$ cat config.mk
export PLATFORM = sky130hd
export DESIGN_NAME = burst_col_sequencer
export DESIGN_NICKNAME = d
export VERILOG_FILES = /design/src/rtl/burst_seq_pkg.sv /design/src/rtl/burst_len_decode.sv /design/src/rtl/beat_order.sv /design/src/rtl/beat_counter.sv /design/src/rtl/burst_col_sequencer.sv
export SDC_FILE = /design/constraint.sdc
export NUM_CORES = 1
export LEC_CHECK = 0
export BUFFER_PORTS_ARGS = -buffer_cell sky130_fd_sc_hd__buf_2
export CAP_MARGIN = 20
export CORE_UTILIZATION = 50
export CTS_CLUSTER_DIAMETER = 80
export DETAILED_ROUTE_END_ITERATION = 16
export HOLD_SLACK_MARGIN = 0.02
export PLACE_DENSITY_LB_ADDON = 0.05
export SLEW_MARGIN = 20
export SYNTH_ARGS = -nofsm -noshare
export SYNTH_HDL_FRONTEND = slang
export SYNTH_SLANG_ARGS = --single-unit
$ cat constraint.sdc
create_clock -name clk -period 2.9 [get_ports clk]
set_input_delay 0.145 -clock clk [delete_from_list [all_inputs] [get_ports clk]]
set_output_delay 0.145 -clock clk [all_outputs]
set_load 0.03 [all_outputs]
$ cat src/rtl/burst_seq_pkg.sv
package burst_seq_pkg;
  typedef enum logic {
    ORDER_SEQ = 1'b0,
    ORDER_XOR = 1'b1
  } order_e;
endpackage

$ cat src/rtl/burst_len_decode.sv
// Maps the length code to a legality flag and the mask of varying low bits.
module burst_len_decode #(
  parameter int MAX_LOG = 3,
  parameter int CODE_W  = 3
) (
  input  logic [CODE_W-1:0]  code,
  output logic               legal,
  output logic [MAX_LOG-1:0] mask
);
  always_comb begin
    legal = (code != '0) && (int'(code) <= MAX_LOG);
    mask  = '0;
    for (int b = 0; b < MAX_LOG; b++) begin
      mask[b] = legal && (b < int'(code));
    end
  end
endmodule

$ cat src/rtl/beat_order.sv
// Forms the low column bits of one beat: ordered offset inside the mask,
// start bits kept outside it.
module beat_order
  import burst_seq_pkg::*;
#(
  parameter int MAX_LOG = 3
) (
  input  logic [MAX_LOG-1:0] first,
  input  logic [MAX_LOG-1:0] idx,
  input  logic [MAX_LOG-1:0] mask,
  input  order_e             kind,
  output logic [MAX_LOG-1:0] low
);
  logic [MAX_LOG-1:0] sum_bits;
  logic [MAX_LOG-1:0] xor_bits;
  logic [MAX_LOG-1:0] pick;

  assign sum_bits = first + idx;
  assign xor_bits = first ^ idx;
  assign pick     = (kind == ORDER_XOR) ? xor_bits : sum_bits;

  for (genvar g = 0; g < MAX_LOG; g++) begin : g_bit
    assign low[g] = mask[g] ? pick[g] : first[g];
  end
endmodule

$ cat src/rtl/beat_counter.sv
// Tracks whether a burst runs and which beat is presented.
module beat_counter #(
  parameter int MAX_LOG = 3
) (
  input  logic               clk,
  input  logic               rst_n,
  input  logic               load,
  input  logic               advance,
  input  logic               kill,
  input  logic [MAX_LOG-1:0] mask,
  output logic               busy,
  output logic [MAX_LOG-1:0] idx,
  output logic               last
);
  assign last = busy && (idx == mask);

  always_ff @(posedge clk or negedge rst_n) begin
    if (!rst_n) begin
      busy <= 1'b0;
      idx  <= '0;
    end else if (load) begin
      busy <= 1'b1;
      idx  <= '0;
    end else if (busy && kill) begin
      busy <= 1'b0;
    end else if (busy && advance) begin
      if (last) begin
        busy <= 1'b0;
      end else begin
        idx <= idx + 1'b1;
      end
    end
  end
endmodule

$ cat src/rtl/burst_col_sequencer.sv
module burst_col_sequencer
  import burst_seq_pkg::*;
#(
  parameter int COL_W   = 10,
  parameter int MAX_LOG = 3,
  parameter int CODE_W  = 3
) (
  input  logic              clk,
  input  logic              rst_n,
  input  logic              req_valid,
  output logic              req_ready,
  input  logic [COL_W-1:0]  req_col,
  input  logic [CODE_W-1:0] req_len_code,
  input  logic              req_order,
  input  logic              stop,
  output logic              out_valid,
  input  logic              out_ready,
  output logic [COL_W-1:0]  out_col,
  output logic              out_last
);
  localparam int UPPER_W = COL_W - MAX_LOG;

  logic               code_ok;
  logic [MAX_LOG-1:0] code_mask;
  logic               busy;
  logic [MAX_LOG-1:0] beat_idx;
  logic               beat_last;
  logic               load;
  logic [COL_W-1:0]   col_q;
  logic [MAX_LOG-1:0] mask_q;
  order_e             order_q;
  logic [MAX_LOG-1:0] low_bits;

  burst_len_decode #(.MAX_LOG(MAX_LOG), .CODE_W(CODE_W)) u_dec (
    .code  (req_len_code),
    .legal (code_ok),
    .mask  (code_mask)
  );

  assign req_ready = !busy;
  assign load      = req_valid && req_ready && code_ok;

  always_ff @(posedge clk or negedge rst_n) begin
    if (!rst_n) begin
      col_q   <= '0;
      mask_q  <= '0;
      order_q <= ORDER_SEQ;
    end else if (load) begin
      col_q   <= req_col;
      mask_q  <= code_mask;
      order_q <= order_e'(req_order);
    end
  end

  beat_counter #(.MAX_LOG(MAX_LOG)) u_cnt (
    .clk     (clk),
    .rst_n   (rst_n),
    .load    (load),
    .advance (out_ready),
    .kill    (stop),
    .mask    (mask_q),
    .busy    (busy),
    .idx     (beat_idx),
    .last    (beat_last)
  );

  beat_order #(.MAX_LOG(MAX_LOG)) u_ord (
    .first (col_q[MAX_LOG-1:0]),
    .idx   (beat_idx),
    .mask  (mask_q),
    .kind  (order_q),
    .low   (low_bits)
  );

  assign out_valid = busy;
  assign out_last  = beat_last;
  assign out_col   = {col_q[COL_W-1 -: UPPER_W], low_bits};
endmodule

==> impl_metrics.yaml, run 1 <==
global_route:
  grt_usage: 0.191
  first_global_vias: 649
  grt_max_degree: 19
  grt_overflow_total: 0
  grt_first_pass_wirelength_um: 2790
  antenna_found_initial: 0
clock_network:
  cts_root_buffer: "sky130_fd_sc_hd__clkbuf_4"
  clkLatencyLatePin_ns: 0.30
  path_clk_slew_ns: 0.11
  htreeDepth: 1
  cts_tree: "yes"
  clock_sinks: 18
  cts_inserted_buffers: 3
  max-clock-path-buffers: 2
setup_path:
  worst_setup_path_start_kind: "flop"
  critical_path_arrival_ns: 1.97
  reg2reg_slack_ns: 1.14
  endpoint_kind: "output pin"
  cp_cell_sequence: "ha_1 > fa_1 > nand2b_1 > xnor2_1 > nand2_1 > xnor2_1 > buf_2"
  rr_endpoint: "u_cnt.idx[0]"
  setup.worst_path.class: "reg2out"
  reg2reg_depth: 4
  worst_path_most_repeated_cell: "sky130_fd_sc_hd__xnor2_1"
  timing.critical_path.fanout_max: 4
  timing.critical_path.slowest_cell_delay_ns: 0.45
  critical_path_required_ns: 2.76
  critPathSlowestCell: "sky130_fd_sc_hd__dfrtp_1"
  worstReg2RegStart: "u_cnt.busy"
sta:
  period_share: 0.730
  finalMaxSlewViolations: 0
  slew-limit-headroom: 0.629
  achievable_clock_frequency_ghz: 0.472
  final_period_minus_worst_setup_slack_ns: 2.12
  timing_worst_slew_pin_value_ns: 0.553
  setup-violations-final: 0
  hold_viol: 0
  fin_setup_tns_ns: 0
  grt_setup_unrepaired: "no"
  finalClockSkew_ns: 0.00490
power:
  power.combinational.fraction: 0.349
  fin_total_pwr_uw: 762
  power.static_leakage_nw: 0.608
  switching_power_uw: 290
  switching_share: 0.381
  ir_drop_uv: 377
  share_clk_of_total_power: 0.207
  pwr_density_cell_nw_per_um2: 682
  internal_power_uw: 472
  power.sequential.fraction: 0.444
synthesis:
  synth.lib_cells_used.distinct: 28
  synth_seq_cells: 18
  synth_top_cells_by_count: "sky130_fd_sc_hd__nand2_1, sky130_fd_sc_hd__dfrtp_1, sky130_fd_sc_hd__buf_4"
  post_synth_inst_count: 96
  ys_seq_area_frac: 0.480
  ys_async_sr_fraction: 1.00
  post-synth-top-area-cell: "sky130_fd_sc_hd__dfrtp_1"
  synth_fp_nets: 119
  syn_avg_cell_area_sq_um: 9.78
  syn-cell-area_sq_um: 938
  synth_ff_type: "sky130_fd_sc_hd__dfrtp_1"
  ys_warn_count: 0
  number_of_synthesized_flops_with_an_enable_pin: 0
  synth_most_common_cell: "sky130_fd_sc_hd__nand2_1"
  synthDominantCellAreaShare: 0.480
  synthTopCellsByArea: "sky130_fd_sc_hd__dfrtp_1, sky130_fd_sc_hd__nand2_1, sky130_fd_sc_hd__buf_4, sky130_fd_sc_hd__ha_1, sky130_fd_sc_hd__xor2_1"
detailed_routing:
  post-route-drc-count: 0
  drtPass1Iterations: 4
  route.antenna.remaining_nets: 0
  route.detailed.vias_per_inst: 4.75
  vias: 708
  total_length_of_routed_wires_um: 1690
  drt_first_iter_violations: 9
  wl_per_cell_um: 11.3
run_status:
  status: "completed"
placement:
  place.gp.congestion: 0.788
  port-buffer-count: 31
  place.detailed.hpwl_um: 1240
flow_run:
  drv_cap: 0
cells_and_area:
  fillCellCount: 171
  synthToLayoutAreaGrowth_pct: 19.1
  finish.utilization: 0.640
  multiInputGateArea_sq_um: 423
  n_antenna_cell: 0
  regArea_sq_um: 450
  post_route_cells_drive_above_1_share: 0.355
  nets: 148
die:
  die_x_um: 45.3
  core.rowCount: 15
  floorplan.io_pins: 32
  die-height_um: 45.3
  core_sq_um: 1750
  floorplan.die_area_sq_um: 2050
  starting_utilization_of_the_core_area: 0.538
min_path:
  hold_class: "in2reg"
  worstHoldPathCells: 3
  hold_path_startpoint: "req_col[1]"
  min_to: "col_q[1]"
[power groups by stage]
stage,clock [mW],combinational (mW),sequential (mW)
3_5_place_dp,0,0.267,0.345
3_3_place_gp,0,0.264,0.343
4_1_cts,0.160,0.270,0.340
6_report,0.158,0.266,0.339
2_1_floorplan,0,0.222,0.338
5_1_grt,0.168,0.295,0.348
[registers in the layout, summed over array words and instances (netlist names)]
signal	cells
mask_q	3
u_cnt.idx	3
u_cnt.busy	1
col_q	10
order_q	1
[cells by family after synthesis]
| family | count (synthesis) | synth area share |
|---|---|---|
| xor+xnor | 5 | 0.0467 |
| simple gates | 47 | 0.235 |
| mux | 3 | 0.0347 |
| flops | 18 | 0.480 |
| compound gates | 9 | 0.0733 |
| buf+inv | 10 | 0.0693 |
| fa+ha+maj | 4 | 0.0613 |
[worst max path at each step]
| stage | startpoint | endpoint | depth (start not counted) |
|---|---|---|---|
| after floorplan | u_cnt.busy | u_cnt.idx[0] | 4 |
| after global placement | u_cnt.idx[0] | out_col[2] | 7 |
| after detailed placement | u_cnt.idx[0] | out_col[2] | 7 |
| after CTS | u_cnt.idx[0] | out_col[2] | 7 |
| after global routing | u_cnt.idx[0] | out_col[2] | 7 |
| final | u_cnt.idx[0] | out_col[2] | 7 |
[routing by layer]
metal / share of wire / global-route usage / up-vias
li1: - / - / 362
met1: 0.47 / 0.259 / 324
met2: 0.48 / 0.310 / 20
met3: 0.036 / 0.0240 / 2
met4: 0.014 / 0.0727 / 0
met5: 0 / 0 / -
[timing repair]
action,CTS,global route
gates resized for setup,0,0
hold endpoints to repair,18,0
hold buffers,1,0
setup endpoints to repair,0,0
buffers inserted,0,0
[metrics by stage]
stage	hold slack, ns	setup slack [ns]	cells	instance area, sq um
after floorplan	-0.151	0.956	96	938
after global placement	0.0992	1.17	143	1060
after detailed placement	0.0948	1.10	143	1060
after CTS	0.0261	0.764	148	1110
after global routing	0.0326	0.649	149	1120
final	0.0258	0.783	149	1120
[worst max-delay path: cells and delay by family, from the launching register on]
kind / cells / cell delay [ns]
adders and majority gates: 2 / 0.60
and+or+nand+nor: 2 / 0.17
buffers and inverters: 1 / 0.21
DFF: 1 / 0.45
xor gates and xnor gates: 2 / 0.24
[cell usage in the layout (no fill, tap or decap), types with 2 or more instances in the layout]
cell type	netlist	final
sky130_fd_sc_hd__buf_2	1	31
sky130_fd_sc_hd__clkbuf_4	0	3
sky130_fd_sc_hd__dfrtp_1	18	18
sky130_fd_sc_hd__ha_1	3	3
sky130_fd_sc_hd__mux2_2	2	2
sky130_fd_sc_hd__nand2_1	39	39
sky130_fd_sc_hd__nand2b_1	2	2
sky130_fd_sc_hd__xnor2_1	2	2
sky130_fd_sc_hd__xor2_1	3	3
[layout make-up]
class	instances	area share
inverters	1	0.00336
flip-flops and latches	18	0.403
well taps	25	0.0280
repair buffers	33	0.155
clock buffers	4	0.0325
multi-input cells	68	0.379
No activity file was read; power rests on OpenSTA's default activity.
==> run 2: changes to the inputs <==
--- a/config.mk
+++ b/config.mk
@@ -5,9 +5,10 @@
 export SDC_FILE = /design/constraint.sdc
 export NUM_CORES = 1
 export LEC_CHECK = 0
+export ABC_AREA = 1
 export BUFFER_PORTS_ARGS = -buffer_cell sky130_fd_sc_hd__buf_2
 export CAP_MARGIN = 20
-export CORE_UTILIZATION = 50
+export CORE_UTILIZATION = 49
 export CTS_CLUSTER_DIAMETER = 80
 export DETAILED_ROUTE_END_ITERATION = 16
 export HOLD_SLACK_MARGIN = 0.02
==> constraint.sdc (replaced) <==
create_clock -name clk -period 2.2 [get_ports clk]
set_input_delay 0.11 -clock clk [delete_from_list [all_inputs] [get_ports clk]]
set_output_delay 0.11 -clock clk [all_outputs]
set_load 0.03 [all_outputs]
==> run 2 against run 1 <==
Net effect:
- synthesized cell count is 32% higher
- sequential power is 42% higher
- cell area is 15% higher
- non-clock buffer count is 9 higher
- cell count is 28% higher
- critical path depth stayed put
- routed wire length is 17% higher
- utilization is 1.5 points higher
- worst setup slack worse by 0.59 ns
- clock-buffer cell count stayed put
- critical endpoint unchanged
- largest cell class is now multi-input gates
- largest power group is now combinational cells
==> impl_metrics.yaml, run 2 <==
global_route:
  grt_usage: 0.195
  grt_max_degree: 19
  antenna_found_initial: 0
  grt_first_pass_wirelength_um: 3060
  first_global_vias: 773
  grt_overflow_total: 0
die:
  starting_utilization_of_the_core_area: 0.520
  die-height_um: 47.6
  floorplan.io_pins: 32
  core_sq_um: 1960
  die_x_um: 47.6
  floorplan.die_area_sq_um: 2270
  core.rowCount: 16
synthesis:
  synth.lib_cells_used.distinct: 22
  synth_seq_cells: 18
  synth_most_common_cell: "sky130_fd_sc_hd__nand2_1"
  synth_top_cells_by_count: "sky130_fd_sc_hd__nand2_1, sky130_fd_sc_hd__dfrtp_1, sky130_fd_sc_hd__inv_1"
  ys_async_sr_fraction: 1.00
  post-synth-top-area-cell: "sky130_fd_sc_hd__dfrtp_1"
  post_synth_inst_count: 127
  synth_ff_type: "sky130_fd_sc_hd__dfrtp_1"
  synthDominantCellAreaShare: 0.441
  number_of_synthesized_flops_with_an_enable_pin: 0
  syn_avg_cell_area_sq_um: 8.04
  synthTopCellsByArea: "sky130_fd_sc_hd__dfrtp_1, sky130_fd_sc_hd__nand2_1, sky130_fd_sc_hd__buf_4, sky130_fd_sc_hd__ha_1, sky130_fd_sc_hd__inv_1"
  syn-cell-area_sq_um: 1020
  ys_warn_count: 0
  synth_fp_nets: 150
  ys_seq_area_frac: 0.441
placement:
  place.gp.congestion: 0.787
  place.detailed.hpwl_um: 1400
  port-buffer-count: 31
  placedInstanceArea_sq_um: 1140
min_path:
  hold_path_startpoint: "req_order"
  min_to: "order_q"
  worstHoldPathCells: 3
  hold_class: "in2reg"
setup_path:
  reg2reg_slack_ns: 0.91
  rr_endpoint: "u_cnt.idx[0]"
  reg2reg_depth: 6
  endpoint_kind: "output pin"
  critical_path_arrival_ns: 1.89
  timing.critical_path.fanout_max: 6
  critical_path_required_ns: 2.09
  worstReg2RegStart: "u_cnt.busy"
  worst_setup_path_start_kind: "flop"
  setup.worst_path.class: "reg2out"
detailed_routing:
  total_length_of_routed_wires_um: 1980
  route.detailed.vias_per_inst: 4.59
  wl_per_cell_um: 10.4
  drt_first_iter_violations: 6
  route.antenna.remaining_nets: 0
  post-route-drc-count: 0
  vias: 877
  drtPass1Iterations: 4
cells_and_area:
  regArea_sq_um: 450
  layout.cells.most_common_list: "sky130_fd_sc_hd__nand2_1, sky130_fd_sc_hd__buf_2, sky130_fd_sc_hd__dfrtp_1, sky130_fd_sc_hd__dlygate4sd3_1, sky130_fd_sc_hd__inv_1"
  layout.cells.most_common: "sky130_fd_sc_hd__nand2_1"
  fillCellCount: 191
  finish.utilization: 0.655
  max_flop_register: "col_q"
  nets: 188
  largestRegisters: "col_q x10, mask_q x3, u_cnt.idx x3"
  multiInputGateArea_sq_um: 452
  finalInstanceArea_sq_um: 1280
  n_antenna_cell: 0
  post_route_cells_drive_above_1_share: 0.274
  synthToLayoutAreaGrowth_pct: 25.9
  largest_register_ffs: 10
clock_network:
  path_clk_slew_ns: 0.11
  max-clock-path-buffers: 2
  cts_root_buffer: "sky130_fd_sc_hd__clkbuf_4"
  htreeDepth: 1
  cts_tree: "yes"
  cts_inserted_buffers: 3
  clock_sinks: 18
  clkLatencyLatePin_ns: 0.29
flow_run:
  drv_cap: 0
sta:
  grt_setup_unrepaired: "no"
  achievable_clock_frequency_ghz: 0.499
  finalMaxSlewViolations: 0
  finalClockSkew_ns: 0.000548
  final_period_minus_worst_setup_slack_ns: 2.00
  slew-limit-headroom: 0.724
  hold_viol: 0
  fin_setup_tns_ns: 0
  period_share: 0.911
  timing_worst_slew_pin_value_ns: 0.415
  setup-violations-final: 0
power:
  share_clk_of_total_power: 0.172
  ir_drop_uv: 504
  power.sequential.fraction: 0.402
  switching_share: 0.419
  power.static_leakage_nw: 0.723
  pwr_density_cell_nw_per_um2: 932
  power.combinational.fraction: 0.426
  internal_power_uw: 696
  switching_power_uw: 502
run_status:
  status: "completed"
==> run 2: worst max-delay path by stage <==
stage	slack [ns]	cells after the start	start	endpoint
global placement	0.53	7	u_cnt.idx[0]	out_col[2]
global route	0.07	5	u_cnt.idx[0]	out_col[1]
detailed placement	0.50	7	u_cnt.idx[0]	out_col[2]
CTS	0.16	7	u_cnt.idx[0]	out_col[2]
finish	0.20	7	u_cnt.idx[0]	out_col[2]
floorplan	0.26	4	u_cnt.idx[0]	out_col[1]
==> run 2: layer usage <==
metal  track usage  share of wire
met1         0.236           0.44
met2         0.342           0.53
met3        0.0226          0.027
met4        0.0944         0.0066
met5             0              0
==> run 2: stage by stage <==
stage,hold WS [ns],total power [mW],instances,setup slack (ns)
final,0.0339,1.20,191,0.195
after floorplan,-0.186,0.886,127,0.255
after global routing,0.0368,1.29,191,0.0722
after global placement,0.0684,0.973,176,0.525
after CTS,0.0309,1.21,191,0.164
after detailed placement,0.0784,0.988,176,0.504
==> run 2: logic make-up (layout without fill, tap and decap cells) <==
logic type / after synthesis / count (layout) / share of synthesized area
xor+xnor: 2 / 2 / 0.0172
buf+inv: 21 / 58 / 0.116
flops: 18 / 18 / 0.441
fa+ha+maj: 4 / 4 / 0.0564
compound gates: 10 / 10 / 0.0527
simple gates: 72 / 72 / 0.316
==> run 2: power groups by stage <==
stage	registers, mW	clock network (mW)	logic [mW]
after global placement	0.483	0	0.489
final	0.481	0.206	0.510
after CTS	0.483	0.213	0.517
after global routing	0.495	0.222	0.571
after detailed placement	0.488	0	0.500
after floorplan	0.477	0	0.409
==> run 2: what timing repair did <==
item,4_1_cts,5_1_grt
hold endpoints to repair,28,0
endpoints found under the setup margin,0,0
setup buffers,0,0
hold buffers,11,0
gates resized for setup,0,0
==> run 2: worst max-delay path: stages, from the launching register on <==
cell and delay, ns:
sky130_fd_sc_hd__dfrtp_1 0.45, sky130_fd_sc_hd__ha_1 0.23, sky130_fd_sc_hd__fa_1 0.35, sky130_fd_sc_hd__nand2_1 0.09, sky130_fd_sc_hd__a21oi_1 0.06, sky130_fd_sc_hd__o21ai_0 0.09
sky130_fd_sc_hd__xnor2_1 0.13, sky130_fd_sc_hd__buf_2 0.21
==> run 2: final cells by class <==
| class | count | area share |
|---|---|---|
| Timing Repair Buffer | 42 | 0.206 |
| Inverter | 12 | 0.0370 |
| Sequential cell | 18 | 0.351 |
| Tap cell | 27 | 0.0263 |
| Clock buffer | 4 | 0.0282 |
| Multi-Input combinational cell | 88 | 0.352 |
